[config.mk]
export PLATFORM = sky130hd
export DESIGN_NAME = acc_flag_unit
export DESIGN_NICKNAME = d
export VERILOG_FILES = /design/src/rtl/afu_pkg.sv /design/src/rtl/afu_incdec.sv /design/src/rtl/afu_rotate.sv /design/src/rtl/acc_flag_unit.sv
export SDC_FILE = /design/constraint.sdc
export NUM_CORES = 1
export LEC_CHECK = 0
export ABC_AREA = 1
export ABC_CLOCK_PERIOD_IN_PS = 830
export BUFFER_PORTS_ARGS = -buffer_cell sky130_fd_sc_hd__buf_4
export CORE_MARGIN = 3
export CORE_UTILIZATION = 48
export DETAILED_ROUTE_END_ITERATION = 6
export PLACE_DENSITY = 0.81
export SYNTH_ARGS = -nofsm -noshare
export SYNTH_HDL_FRONTEND = slang
export SYNTH_SLANG_ARGS = --single-unit
[constraint.sdc]
create_clock -name clk_i -period 0.83 [get_ports clk_i]
set_clock_uncertainty 0.1 [all_clocks]
set_input_delay 0.1245 -clock clk_i [delete_from_list [all_inputs] [get_ports clk_i]]
set_output_delay 0.1245 -clock clk_i [all_outputs]
set_load 0.02 [all_outputs]
[src/rtl/afu_pkg.sv]
package afu_pkg;
  typedef enum logic [2:0] {
    OP_INC    = 3'd0,
    OP_DEC    = 3'd1,
    OP_RLA    = 3'd2,
    OP_RLCA   = 3'd3,
    OP_PACK   = 3'd4,
    OP_UNPACK = 3'd5
  } afu_op_e;

  localparam int FLAG_W = 8;
  localparam int FS = 7;
  localparam int FZ = 6;
  localparam int FY = 5;
  localparam int FH = 4;
  localparam int FX = 3;
  localparam int FV = 2;
  localparam int FN = 1;
  localparam int FC = 0;
endpackage

[src/rtl/afu_incdec.sv]
module afu_incdec
  import afu_pkg::*;
#(
  parameter int DW = 8
) (
  input  logic              dec_i,
  input  logic [DW-1:0]     a_i,
  input  logic [FLAG_W-1:0] f_i,
  output logic [DW-1:0]     r_o,
  output logic [FLAG_W-1:0] f_o
);
  localparam logic [DW-1:0] ONE     = DW'(1);
  localparam logic [DW-1:0] MAX_POS = {1'b0, {(DW-1){1'b1}}};
  localparam logic [DW-1:0] MIN_NEG = {1'b1, {(DW-1){1'b0}}};

  logic half, ovf;

  always_comb begin
    r_o  = dec_i ? (a_i - ONE) : (a_i + ONE);
    half = dec_i ? (a_i[3:0] == 4'h0) : (a_i[3:0] == 4'hF);
    ovf  = dec_i ? (a_i == MIN_NEG) : (a_i == MAX_POS);
    f_o     = '0;
    f_o[FS] = r_o[DW-1];
    f_o[FZ] = (r_o == '0);
    f_o[FY] = r_o[5];
    f_o[FH] = half;
    f_o[FX] = r_o[3];
    f_o[FV] = ovf;
    f_o[FN] = dec_i;
    f_o[FC] = f_i[FC];  // carry untouched
  end
endmodule

[src/rtl/afu_rotate.sv]
module afu_rotate
  import afu_pkg::*;
#(
  parameter int DW = 8
) (
  input  logic              circ_i,
  input  logic [DW-1:0]     a_i,
  input  logic [FLAG_W-1:0] f_i,
  output logic [DW-1:0]     r_o,
  output logic [FLAG_W-1:0] f_o
);
  logic fill;

  always_comb begin
    fill    = circ_i ? a_i[DW-1] : f_i[FC];
    r_o     = {a_i[DW-2:0], fill};
    f_o     = f_i;  // S, Z, V kept
    f_o[FY] = r_o[5];
    f_o[FH] = 1'b0;
    f_o[FX] = r_o[3];
    f_o[FN] = 1'b0;
    f_o[FC] = a_i[DW-1];
  end
endmodule

[src/rtl/acc_flag_unit.sv]
module acc_flag_unit
  import afu_pkg::*;
#(
  parameter int DW = 8,
  localparam int WW = DW + FLAG_W
) (
  input  logic              clk_i,
  input  logic              rst_ni,
  input  logic              valid_i,
  input  logic [2:0]        op_i,
  input  logic [DW-1:0]     operand_i,
  input  logic [FLAG_W-1:0] flags_i,
  input  logic [WW-1:0]     word_i,
  output logic [DW-1:0]     result_o,
  output logic [FLAG_W-1:0] flags_o,
  output logic [WW-1:0]     word_o,
  output logic              done_o
);
  logic [DW-1:0]     id_r, rot_r, res_d, res_q;
  logic [FLAG_W-1:0] id_f, rot_f, flg_d, flg_q;
  logic              done_q;

  afu_incdec #(.DW(DW)) u_incdec (
    .dec_i (op_i == OP_DEC),
    .a_i   (operand_i),
    .f_i   (flags_i),
    .r_o   (id_r),
    .f_o   (id_f)
  );

  afu_rotate #(.DW(DW)) u_rotate (
    .circ_i(op_i == OP_RLCA),
    .a_i   (operand_i),
    .f_i   (flags_i),
    .r_o   (rot_r),
    .f_o   (rot_f)
  );

  always_comb begin
    res_d = operand_i;
    flg_d = flags_i;
    case (op_i)
      OP_INC, OP_DEC: begin
        res_d = id_r;
        flg_d = id_f;
      end
      OP_RLA, OP_RLCA: begin
        res_d = rot_r;
        flg_d = rot_f;
      end
      OP_UNPACK: begin
        res_d = word_i[WW-1:FLAG_W];
        flg_d = word_i[FLAG_W-1:0];
      end
      default: ;  // pack and spare codes pass through
    endcase
  end

  always_ff @(posedge clk_i or negedge rst_ni) begin
    if (!rst_ni) begin
      res_q  <= '0;
      flg_q  <= '0;
      done_q <= 1'b0;
    end else begin
      done_q <= valid_i;
      if (valid_i) begin
        res_q <= res_d;
        flg_q <= flg_d;
      end
    end
  end

  assign result_o = res_q;
  assign flags_o  = flg_q;
  assign word_o   = {res_q, flg_q};
  assign done_o   = done_q;
endmodule

==> flow_metrics.env, run 1 <==
export IMPL_setup_ws_ps=-904
export IMPL_cp_required_ps=980
export IMPL_netlist_top_cells_area="dfrtp_1 26%, nand2_1 18%, buf_4 7.8%, nand3_1 6.4%, inv_1 5.5%"
export IMPL_layout_commonest_cell="buf_4"
export IMPL_r2r_slack_ps=-170
export IMPL_fin_setup_tns_ps=-19120
export IMPL_overflow=0
export IMPL_synth_cell_type_count=36
export IMPL_io_buffers=70
export IMPL_critical_path_most_common_cell="nand2_1"
export IMPL_clock_fmax_mhz=577
export IMPL_maxCapViolations=0
export IMPL_drc=102
export IMPL_diodes=0
export IMPL_area_delta_synth_final_pct=80.7
export IMPL_final_period_utilization_pct=209
export IMPL_dp_hpwl_microns=4260
export IMPL_syn_cell_area_sq_um=1640
export IMPL_p_leak_uw=0.00149
export IMPL_grt_pass1_vias=2196
export IMPL_min_path_cells=3
export IMPL_relSlewSlack_pct=77.3
export IMPL_arrival_ps=1890
export IMPL_drive_above_1_share_pct=59.1
export IMPL_via_count=2624
export IMPL_min_path_type="in2reg"
export IMPL_nNetsFinal=397
export IMPL_clock_sinks=17
export IMPL_crit_slowest_cell="ha_4"
export IMPL_grt_pass1_wl_microns=11300
export IMPL_crit_buf_inv=3
export IMPL_synth_top_area_share_pct=26.0
export IMPL_cts_tree="yes"
export IMPL_cp_depth=15
export IMPL_worst_path_max_fanout=8
export IMPL_path_clk_slew_ps=110
export IMPL_ys_seq_area_share_pct=26.0
export IMPL_track_usage_pct=35.8
export IMPL_dr_pass1_iters=7
export IMPL_postCtsHoldBufs=1
export IMPL_setup_viol=49
export IMPL_final_max_slew_violation_count=0
export IMPL_antenna_found_initial=0
export IMPL_numCtsBuffers=3
export IMPL_rsz0062_at_grt="yes"
export IMPL_max_stage_delay_ps=320
export IMPL_grt_max_degree=18
export IMPL_drt_iter0_drc=606
export IMPL_reg2reg_depth=2
export IMPL_detail_route_antenna_nets=0
export IMPL_clock_latency_ps=300
export IMPL_violations="DRC, hold timing, setup timing"
export IMPL_crit_path_end_kind="flip-flop"
export IMPL_die_w_microns=64.4
export IMPL_viasPerCell=6.66
export IMPL_ys_warn_count=0
export IMPL_syn_inst=243
export IMPL_peakVddDrop_v=0.000620
export IMPL_hold_viol=1
export IMPL_gp_congestion=0.920
export IMPL_syn_nets=289
export IMPL_rows=20
export IMPL_wl_per_cell_microns=25.7
export IMPL_clk_path_buf_depth=2
export IMPL_whs_ps=-3.27
export IMPL_finalWirelength_microns=10100
export IMPL_fp_dieH_microns=64.4
export IMPL_fin_crit_ps=1730
export IMPL_initial_utilization_pct=51.9
export IMPL_outcome="finished with violations"
export IMPL_tightest_slew_ps=341
export IMPL_syn_avg_cell_area_sq_um=6.73
export IMPL_core_area_sq_um=3150
export IMPL_cp_start_kind="input pin"
export IMPL_worst_setup_path_type="in2reg"
export IMPL_p_per_area_nw_per_um2=1270
export IMPL_final_cell_mix="80 x buf_4, 65 x nand2_1, 39 x buf_6"
export IMPL_num_io_pins=71
export IMPL_clock_root_buffer="clkbuf_4"
export IMPL_cp_top_family="simple AND/OR/NAND/NOR gates"
export IMPL_dieArea_sq_um=4150
export IMPL_htreeDepth=1
export IMPL_synth_seq_cells=17
export IMPL_synth_top_area_cell="dfrtp_1"
export IMPL_worstPathCellList="buf_6 > inv_8 > nand3_4 > inv_8 > ha_4 > nand2_2 > nor2_1 > nand2_1 > nand3_1 > nand2_2 > nor2_1 > nand2_1 > nand2_1 > nand2_1 > nand2_1"
==> power by group <==
part | switching [uW] | internal, uW | leakage (uW) | total [uW]
clock network | 308 | 188 | 0.0000150 | 496
registers | 155 | 945 | 0.000189 | 1100
logic | 1170 | 979 | 0.00128 | 2140
==> worst min-delay path: stages <==
cell	delay, ps
buf_4	110
nand2_1	50
a31oi_1	80
==> worst paths after layout <==
check | start | to
min reg2reg | result_o[2] | result_o[2]
max reg2reg | result_o[0] | result_o[0]
max | op_i[2] | flags_o[6]
max in group asynchronous | rst_ni | result_o[7]
min | flags_i[1] | flags_o[1]
min in group asynchronous | rst_ni | flags_o[7]
==> final cells by class <==
| type | instances | area, sq um |
|---|---|---|
| tap | 44 | 55.1 |
| sequential | 17 | 444 |
| multi-input combinational | 173 | 1160 |
| inverter | 31 | 141 |
| fill | 103 | 196 |
| clock buffer | 4 | 26.3 |
| timing repair buffer | 124 | 1120 |
| timing repair inverter | 1 | 7.51 |
==> kinds of logic after synthesis <==
| family | count (synthesis) | synth area share [%] |
|---|---|---|
| compound gates | 36 | 14.6 |
| xor+xnor | 1 | 0.535 |
| fa+ha+maj | 8 | 6.57 |
| flops | 17 | 26.0 |
| buf+inv | 53 | 17.3 |
| simple gates | 128 | 35.0 |
==> state kept, by name, summed over array words and instances (netlist names) <==
signal	cells
flags_o	8
done_o	1
result_o	8
==> layer usage <==
metal	wire length [microns]	vias up	GRT usage, %
met5	0	-	0
met4	1160	0	17.2
met3	1550	150	6.85
met2	4270	321	62.5
met1	3160	1148	41.7
li1	-	1005	-
==> Yosys cell counts (all sizes together) <==
library cell	instances
nand2	83
inv	31
nand3	22
buf	20
dfrtp	17
nor2	13
o21ai	13
a21oi	9
ha	7
nand4	5
a31oi	3
o211ai	3
a221oi	2
clkbuf	2
nor3	2
o2111ai	2
or2	2
a211oi	1
a22o	1
a22oi	1
fa	1
nand3b	1
o221ai	1
xor2	1
==> stage by stage <==
step	total power [uW]	cells	setup WS [ps]	util [%]	instance area, sq um
final	3740	394	-904	93.8	2960
after global routing	3880	394	-877	93.8	2960
after CTS	3330	383	-569	89.4	2820
after detailed placement	2570	365	-955	76.9	2430
after global placement	2530	365	-903	76.9	2430
after floorplan	1970	243	-775	-	1790
==> timing repair <==
| item | in CTS | in global routing |
|---|---|---|
| setup endpoints to repair | 49 | 49 |
| buffers inserted | 11 | 13 |
| hold endpoints to repair | 18 | 1 |
| pin swaps | 18 | 7 |
| cloned | 2 | 0 |
| gates resized for setup | 74 | 19 |
(Power assumes the default switching activity.)
==> run 2: changes to the inputs <==
Settings changed: ABC_AREA 1 to default, PLACE_DENSITY 0.81 to 0.8.
==> run 2 against run 1 <==
The run ends with setup timing left. Flip-flop and latch count is the same. Clock-buffer cell count unchanged. Sequential share of layout area up 0.36 points. Global-route usage decreased by 6.5 points. Core utilization down 3.7 points. Critical endpoint unchanged.
==> flow_metrics.env, run 2 <==
export IMPL_final_cell_mix="70 x buf_4, 43 x buf_6, 18 x nor2_1"
export IMPL_outcome="finished with violations"
export IMPL_layout_commonest_cell="buf_4"
export IMPL_ys_top_cells_by_count="23 x nor2_1, 17 x dfrtp_1, 16 x buf_4, 15 x a21oi_1, 15 x o21ai_0"
export IMPL_clock_latency_ps=290
export IMPL_crit_buf_inv=2
export IMPL_tightest_slew_ps=388
export IMPL_clock_root_buffer="clkbuf_4"
export IMPL_fin_crit_ps=1770
export IMPL_utilization_pct=90.1
export IMPL_min_path_cells=3
export IMPL_diodes=0
export IMPL_power_frac_clock_pct=13.5
export IMPL_reg2reg_depth=3
export IMPL_netSwitchingPower_uw=1370
export IMPL_maxCapViolations=0
export IMPL_ys_warn_count=0
export IMPL_drive_above_1_share_pct=60.9
export IMPL_worstPathCellList="buf_6 > nor3b_4 > buf_6 > fa_2 > and3_4 > o21a_4 > o311ai_4 > nor3_1 > a21o_1"
export IMPL_initial_utilization_pct=52.5
export IMPL_min_from="flags_i[4]"
export IMPL_synthFlopType="dfrtp_1"
export IMPL_antenna_found_initial=0
export IMPL_dp_slack_ps=-1330
export IMPL_cts_tree="yes"
export IMPL_clock_fmax_mhz=564
export IMPL_synth_top_area_share_pct=25.3
export IMPL_cp_required_ps=930
export IMPL_grt_max_degree=26
export IMPL_timing_rr_start="result_o[5]"
export IMPL_p_per_area_nw_per_um2=1210
export IMPL_cp_start_kind="input pin"
export IMPL_wl_per_cell_microns=20.1
export IMPL_nFillCells=139
export IMPL_r2r_slack_ps=-250
export IMPL_detail_route_antenna_nets=0
export IMPL_p_comb_share_pct=56.0
export IMPL_syn_avg_cell_area_sq_um=8.16
export IMPL_path_clk_slew_ps=110
export IMPL_dp_hpwl_microns=4060
export IMPL_core_area_sq_um=3200
export IMPL_relSlewSlack_pct=73.9
export IMPL_fp_dieH_microns=65.2
export IMPL_final_max_slew_violation_count=0
export IMPL_io_buffers=70
export IMPL_rows=20
export IMPL_finalWirelength_microns=6850
export IMPL_post_dp_cell_area_sq_um=2380
export IMPL_rsz0062_at_grt="yes"
export IMPL_setup_viol=49
export IMPL_area_delta_synth_final_pct=71.7
export IMPL_synth_seq_cells=17
export IMPL_setup_ws_ps=-944
export IMPL_htreeDepth=1
export IMPL_critical_path_most_common_cell="buf_6"
export IMPL_worstHoldEndpoint="flags_o[4]"
export IMPL_final_period_utilization_pct=214
export IMPL_syn_nets=252
export IMPL_dieArea_sq_um=4250
export IMPL_violations="setup timing"
export IMPL_synth_edf_count=0
export IMPL_min_path_type="in2reg"
export IMPL_syn_cell_area_sq_um=1680
export IMPL_arrival_ps=1870
export IMPL_grt_pass1_wl_microns=9830
export IMPL_nNetsFinal=344
export IMPL_stdcell_area_sq_um=2890
export IMPL_netlist_top_cells_area="dfrtp_1 25%, buf_4 7.1%, ha_1 5.2%, nor2_1 5.1%, a21oi_1 4.5%"
export IMPL_p_sw_share_pct=39.1
export IMPL_timing_rr_end="result_o[5]"
export IMPL_crit_path_end_kind="flip-flop"
export IMPL_peakVddDrop_v=0.000636
export IMPL_die_w_microns=65.2
export IMPL_ys_seq_area_share_pct=25.3
export IMPL_overflow=0
export IMPL_num_io_pins=71
export IMPL_worst_path_max_fanout=3
export IMPL_dr_pass1_iters=5
export IMPL_drt_iter0_drc=196
export IMPL_crit_slowest_cell="fa_2"
export IMPL_clk_path_buf_depth=2
export IMPL_grt_pass1_vias=2090
export IMPL_worst_setup_path_type="in2reg"
export IMPL_gp_congestion=0.905
export IMPL_hold_viol=0
export IMPL_track_usage_pct=29.3
export IMPL_cp_top_family="compound AO/OA/AOI/OAI gates"
export IMPL_synth_top_area_cell="dfrtp_1"
export IMPL_viasPerCell=6.17
export IMPL_via_count=2103
export IMPL_seqPwrFrac_pct=30.5
export IMPL_drc=0
export IMPL_synth_cell_type_count=60
export IMPL_p_int_uw=2130
export IMPL_syn_inst=206
export IMPL_clock_sinks=17
export IMPL_numCtsBuffers=3
export IMPL_p_leak_uw=0.00126
export IMPL_async_flop_share_pct=100
export IMPL_yosysMostFrequentCell="nor2_1"
export IMPL_max_stage_delay_ps=390
==> run 2: cell types whose count changed after synthesis, moves of 6 or more <==
cell	previous run	this run
nand2_1	79	11
nand3_1	21	3
inv_1	24	8
nor2_1	10	23
o21ai_0	7	15
a21oi_1	8	15
inv_2	6	0
==> run 2: what timing repair did <==
item                       4_1_cts  5_1_grt
pin swaps                       28       11
setup buffers                    7        1
hold endpoints to repair        17        0
resized for setup               69       26
setup endpoints to repair       49       49
hold buffers                     1        0
==> run 2: cells by family (layout without fill, tap and decap cells) <==
| group | after synthesis | after routing | synth area share [%] |
|---|---|---|---|
| compound gates | 66 | 66 | 26.3 |
| mux | 4 | 4 | 3.20 |
| buf+inv | 37 | 128 | 13.2 |
| xor+xnor | 2 | 2 | 1.04 |
| flops | 17 | 17 | 25.3 |
| fa+ha+maj | 8 | 8 | 6.40 |
| simple gates | 72 | 72 | 24.6 |
==> run 2: layer usage <==
metal / wire length [microns] / vias to the layer above / global-route usage [%]
met2: 3550 / 158 / 55.2
li1: - / 919 / -
met5: 0 / - / 0
met1: 2380 / 986 / 33.9
met3: 606 / 40 / 3.76
met4: 305 / 0 / 9.33
==> run 2: worst max-delay path by stage <==
stage | startpoint | end | slack, ps | cells after the start
floorplan | op_i[2] | flags_o[6] | -1260 | 8
global placement | op_i[1] | flags_o[6] | -1280 | 8
detailed placement | op_i[1] | result_o[5] | -1330 | 8
CTS | op_i[2] | flags_o[6] | -880 | 9
global route | op_i[2] | flags_o[6] | -1000 | 9
finish | op_i[0] | flags_o[6] | -940 | 9
==> run 2: metrics by stage <==
step | std cells | hold slack [ps] | total power [uW] | TNS (ps)
finish | 341 | 22.2 | 3490 | -20010
global route | 341 | 27.8 | 3650 | -21900
CTS | 340 | 1.30 | 3280 | -18560
detailed placement | 329 | -97.8 | 2530 | -17120
global placement | 329 | -98.4 | 2490 | -16500
floorplan | 206 | -271 | 1950 | -14580
==> run 2: final cells by class <==
type	count	area, sq um	area share [%]
tap	44	55.1	1.91
multi-input combinational	152	1290	44.6
inverter	9	40.0	1.39
sequential	17	444	15.4
timing repair buffer	115	1030	35.8
clock buffer	4	26.3	0.910
==> run 2: power by group through the flow <==
stage | logic (uW) | registers, uW | clock network, uW
4_1_cts | 1770 | 1060 | 446
2_1_floorplan | 791 | 1160 | 0
5_1_grt | 2060 | 1080 | 510
3_5_place_dp | 1490 | 1040 | 0
6_report | 1960 | 1070 | 470
3_3_place_gp | 1460 | 1030 | 0
==> run 2: worst min-delay path: cells and delay by family <==
family,cells,cell delay [ps]
compound gates,1,90
buf+inv,1,110
simple gates,1,60
==> run 3: changes to the inputs <==
Settings changed: CORE_UTILIZATION 48 to 50, CTS_BUF_LIST from default to sky130_fd_sc_hd__clkbuf_4, PLACE_DENSITY 0.8 to 0.83.
==> run 3 against run 2 <==
The run now fails in 5_1_grt. Synthesized area stayed put. Synthesized cell count is the same.
==> flow_metrics.env, run 3 <==
export IMPL_async_flop_share_pct=100
export IMPL_htreeDepth=1
export IMPL_ys_seq_area_share_pct=25.3
export IMPL_dp_hpwl_microns=4130
export IMPL_initial_utilization_pct=53.8
export IMPL_synthSimpleGateAreaFrac_pct=24.6
export IMPL_rows=20
export IMPL_post_dp_cell_area_sq_um=2350
export IMPL_die_w_microns=64.0
export IMPL_gp_congestion=0.945
export IMPL_haltStage="5_1_grt"
export IMPL_synth_cell_type_count=60
export IMPL_syn_avg_cell_area_sq_um=8.16
export IMPL_yosysMostFrequentCell="nor2_1"
export IMPL_netlist_top_cells_area="dfrtp_1 25%, buf_4 7.1%, ha_1 5.2%, nor2_1 5.1%, a21oi_1 4.5%"
export IMPL_worst_endpoint_kind="register data pin"
export IMPL_synth_fa_ha_area_share_pct=6.40
export IMPL_clk_path_buf_depth=2
export IMPL_grt_worst_setup_endpoint="flags_o[2]$_DFFE_PN0P_/D"
export IMPL_outcome="stopped before the end"
export IMPL_ys_warn_count=0
export IMPL_io_buffers=70
export IMPL_stop_error="[ERROR DPL-0038] Utilization greater than 100%, impossible to legalize"
export IMPL_syn_nets=252
export IMPL_synth_top_family_by_area="compound AO/OA/AOI/OAI gates"
export IMPL_numCtsBuffers=3
export IMPL_grt_max_degree=18
export IMPL_synth_xor_xnor_area_share_pct=1.04
export IMPL_synthFlopType="dfrtp_1"
export IMPL_num_io_pins=71
export IMPL_synth_seq_cells=17
export IMPL_ys_top_cells_by_count="23 x nor2_1, 17 x dfrtp_1, 16 x buf_4, 15 x a21oi_1, 15 x o21ai_0"
export IMPL_synth_top_area_share_pct=25.3
export IMPL_synth_mux_area_share_pct=3.20
export IMPL_synth_edf_count=0
export IMPL_clock_root_buffer="clkbuf_4"
export IMPL_synth_compound_area_share_pct=26.3
export IMPL_clock_sinks=17
export IMPL_fp_dieH_microns=64.0
export IMPL_synth_top_area_cell="dfrtp_1"
export IMPL_syn_inst=206
export IMPL_syn_cell_area_sq_um=1680
[run 3: cell counts after synthesis]
No cell type changed its count.
[run 3: per-stage QoR]
stage	setup slack, ps	cells
floorplan	-1260	206
global placement	-1350	325
detailed placement	-1370	325
CTS	-934	342
[run 3: logic make-up after synthesis]
| kind of cell | count (synthesis) |
|---|---|
| AO/OA/AOI/OAI | 66 |
| XOR/XNOR | 2 |
| adder cells (fa/ha/maj) | 8 |
| buffers and inverters | 37 |
| flip-flops | 17 |
| multiplexers | 4 |
| AND/OR/NAND/NOR | 72 |
[run 3: repair_timing]
item / 4_1_cts
pin swaps: 20
gates resized for setup: 76
setup buffers: 10
hold endpoints to repair: 19
endpoints found under the setup margin: 49
hold buffers: 1
gates cloned: 2
==> run 4: changes to the inputs <==
Settings changed: CORE_UTILIZATION 50 to 35, CTS_BUF_LIST sky130_fd_sc_hd__clkbuf_4 to default, PLACE_DENSITY 0.83 to default, PLACE_DENSITY_LB_ADDON from default to 0.15.
==> run 4 against run 3 <==
The flow now finishes, with violations (setup timing).
==> flow_metrics.env, run 4 (synthesis results as in run 2) <==
export IMPL_clock_root_buffer="clkbuf_8"
export IMPL_viasPerCell=5.48
export IMPL_grt_max_degree=26
export IMPL_grt_pass1_vias=1910
export IMPL_layout_commonest_cell="buf_4"
export IMPL_fin_setup_tns_ps=-18660
export IMPL_final_max_slew_violation_count=0
export IMPL_whs_ps=42.0
export IMPL_rows=24
export IMPL_maxCapViolations=0
export IMPL_final_cell_mix="78 x buf_4, 46 x buf_6, 18 x nor2_1"
export IMPL_clock_fmax_mhz=540
export IMPL_gp_congestion=0.909
export IMPL_setup_viol=49
export IMPL_detail_route_antenna_nets=0
export IMPL_dp_slack_ps=-1380
export IMPL_peakVddDrop_v=0.000633
export IMPL_area_delta_synth_final_pct=81.5
export IMPL_drc=0
export IMPL_violations="setup timing"
export IMPL_nFillCells=372
export IMPL_initial_utilization_pct=37.3
export IMPL_diodes=0
export IMPL_clk_path_buf_depth=2
export IMPL_fp_dieH_microns=75.3
export IMPL_core_area_sq_um=4500
export IMPL_worst_path_max_fanout=3
export IMPL_crit_path_end_kind="flip-flop"
export IMPL_clock_latency_ps=250
export IMPL_arrival_ps=1900
export IMPL_fin_crit_ps=1850
export IMPL_path_clk_slew_ps=70
export IMPL_wl_per_cell_microns=16.5
export IMPL_track_usage_pct=20.9
export IMPL_min_path_type="in2reg"
export IMPL_grt_pass1_wl_microns=9240
export IMPL_overflow=0
export IMPL_finalWirelength_microns=6020
export IMPL_rsz0062_at_grt="yes"
export IMPL_outcome="finished with violations"
export IMPL_num_io_pins=71
export IMPL_relSlewSlack_pct=74.1
export IMPL_worst_setup_path_type="in2reg"
export IMPL_multi_input_area_sq_um=1260
export IMPL_dp_hpwl_microns=4020
export IMPL_nNetsFinal=359
export IMPL_io_buffers=70
export IMPL_p_per_area_nw_per_um2=1200
export IMPL_tightest_slew_ps=385
export IMPL_regArea_sq_um=444
export IMPL_drt_iter0_drc=129
export IMPL_cts_tree="yes"
export IMPL_cp_required_ps=880
export IMPL_cp_start_kind="input pin"
export IMPL_utilization_pct=67.8
export IMPL_htreeDepth=1
export IMPL_hold_viol=0
export IMPL_setup_ws_ps=-1020
export IMPL_dr_pass1_iters=5
export IMPL_clock_sinks=17
export IMPL_final_period_utilization_pct=223
export IMPL_dieArea_sq_um=5670
export IMPL_numCtsBuffers=3
export IMPL_die_w_microns=75.3
export IMPL_drive_above_1_share_pct=62.2
export IMPL_via_count=1995
export IMPL_p_leak_uw=0.00136
export IMPL_antenna_found_initial=0
export IMPL_power_total_uw=3660
run 4: worst max-delay path, stage by stage:
cell	delay [ps]
buf_6	100
nor3b_4	150
buf_6	120
buf_6	120
fa_2	370
and3_4	180
o21a_1	200
o311ai_2	300
nor3_1	90
a21o_1	160
run 4: worst paths after layout:
path                       slack, ps  depth (start not counted)     endpoint   startpoint
max in group asynchronous        230                          2  result_o[3]       rst_ni
min in group asynchronous        180                          2   flags_o[6]       rst_ni
max                            -1020                         10   flags_o[6]      op_i[0]
min reg2reg                      440                          1   flags_o[1]   flags_o[1]
min                               40                          3   flags_o[2]   flags_i[2]
max reg2reg                     -160                          3  result_o[7]  result_o[7]
run 4: routing by layer:
layer	routed length, microns	track usage [%]	up-vias	share of wire (%)
met1	2650	29.1	969	44
met2	3000	35.7	70	50
met4	73	4.08	0	1.2
li1	-	-	951	-
met3	294	1.45	5	4.9
met5	0	0	-	0
run 4: repair_timing:
item                                   4_1_cts  5_1_grt
setup endpoints to repair                   49       49
hold buffers                                 1        0
endpoints found under the hold margin       17        0
pin swaps                                   27       16
setup buffers                               18        7
cloned                                       1        0
resized for setup                           79       25
run 4: layout make-up:
class	instances	area share, %
clock inverter	1	0.164
tap	52	2.13
inverter	9	1.19
multi-input combinational	152	41.2
sequential	17	14.5
clock buffer	3	1.35
timing repair buffer	130	39.4
run 4: report_power, final:
part | total, uW | internal (uW) | switching (uW) | leakage, uW
Sequential | 1060 | 946 | 111 | 0.000184
Clock | 635 | 333 | 302 | 0.0000255
Combinational | 1970 | 1050 | 917 | 0.00115
Total | 3660 | 2330 | 1330 | 0.00136
run 4: stage by stage:
step                      std cells  area, sq um
after floorplan                 206         1720
after global placement          339         2400
after detailed placement        339         2400
after CTS                       361         2960
after global routing            364         3050
final                           364         3050
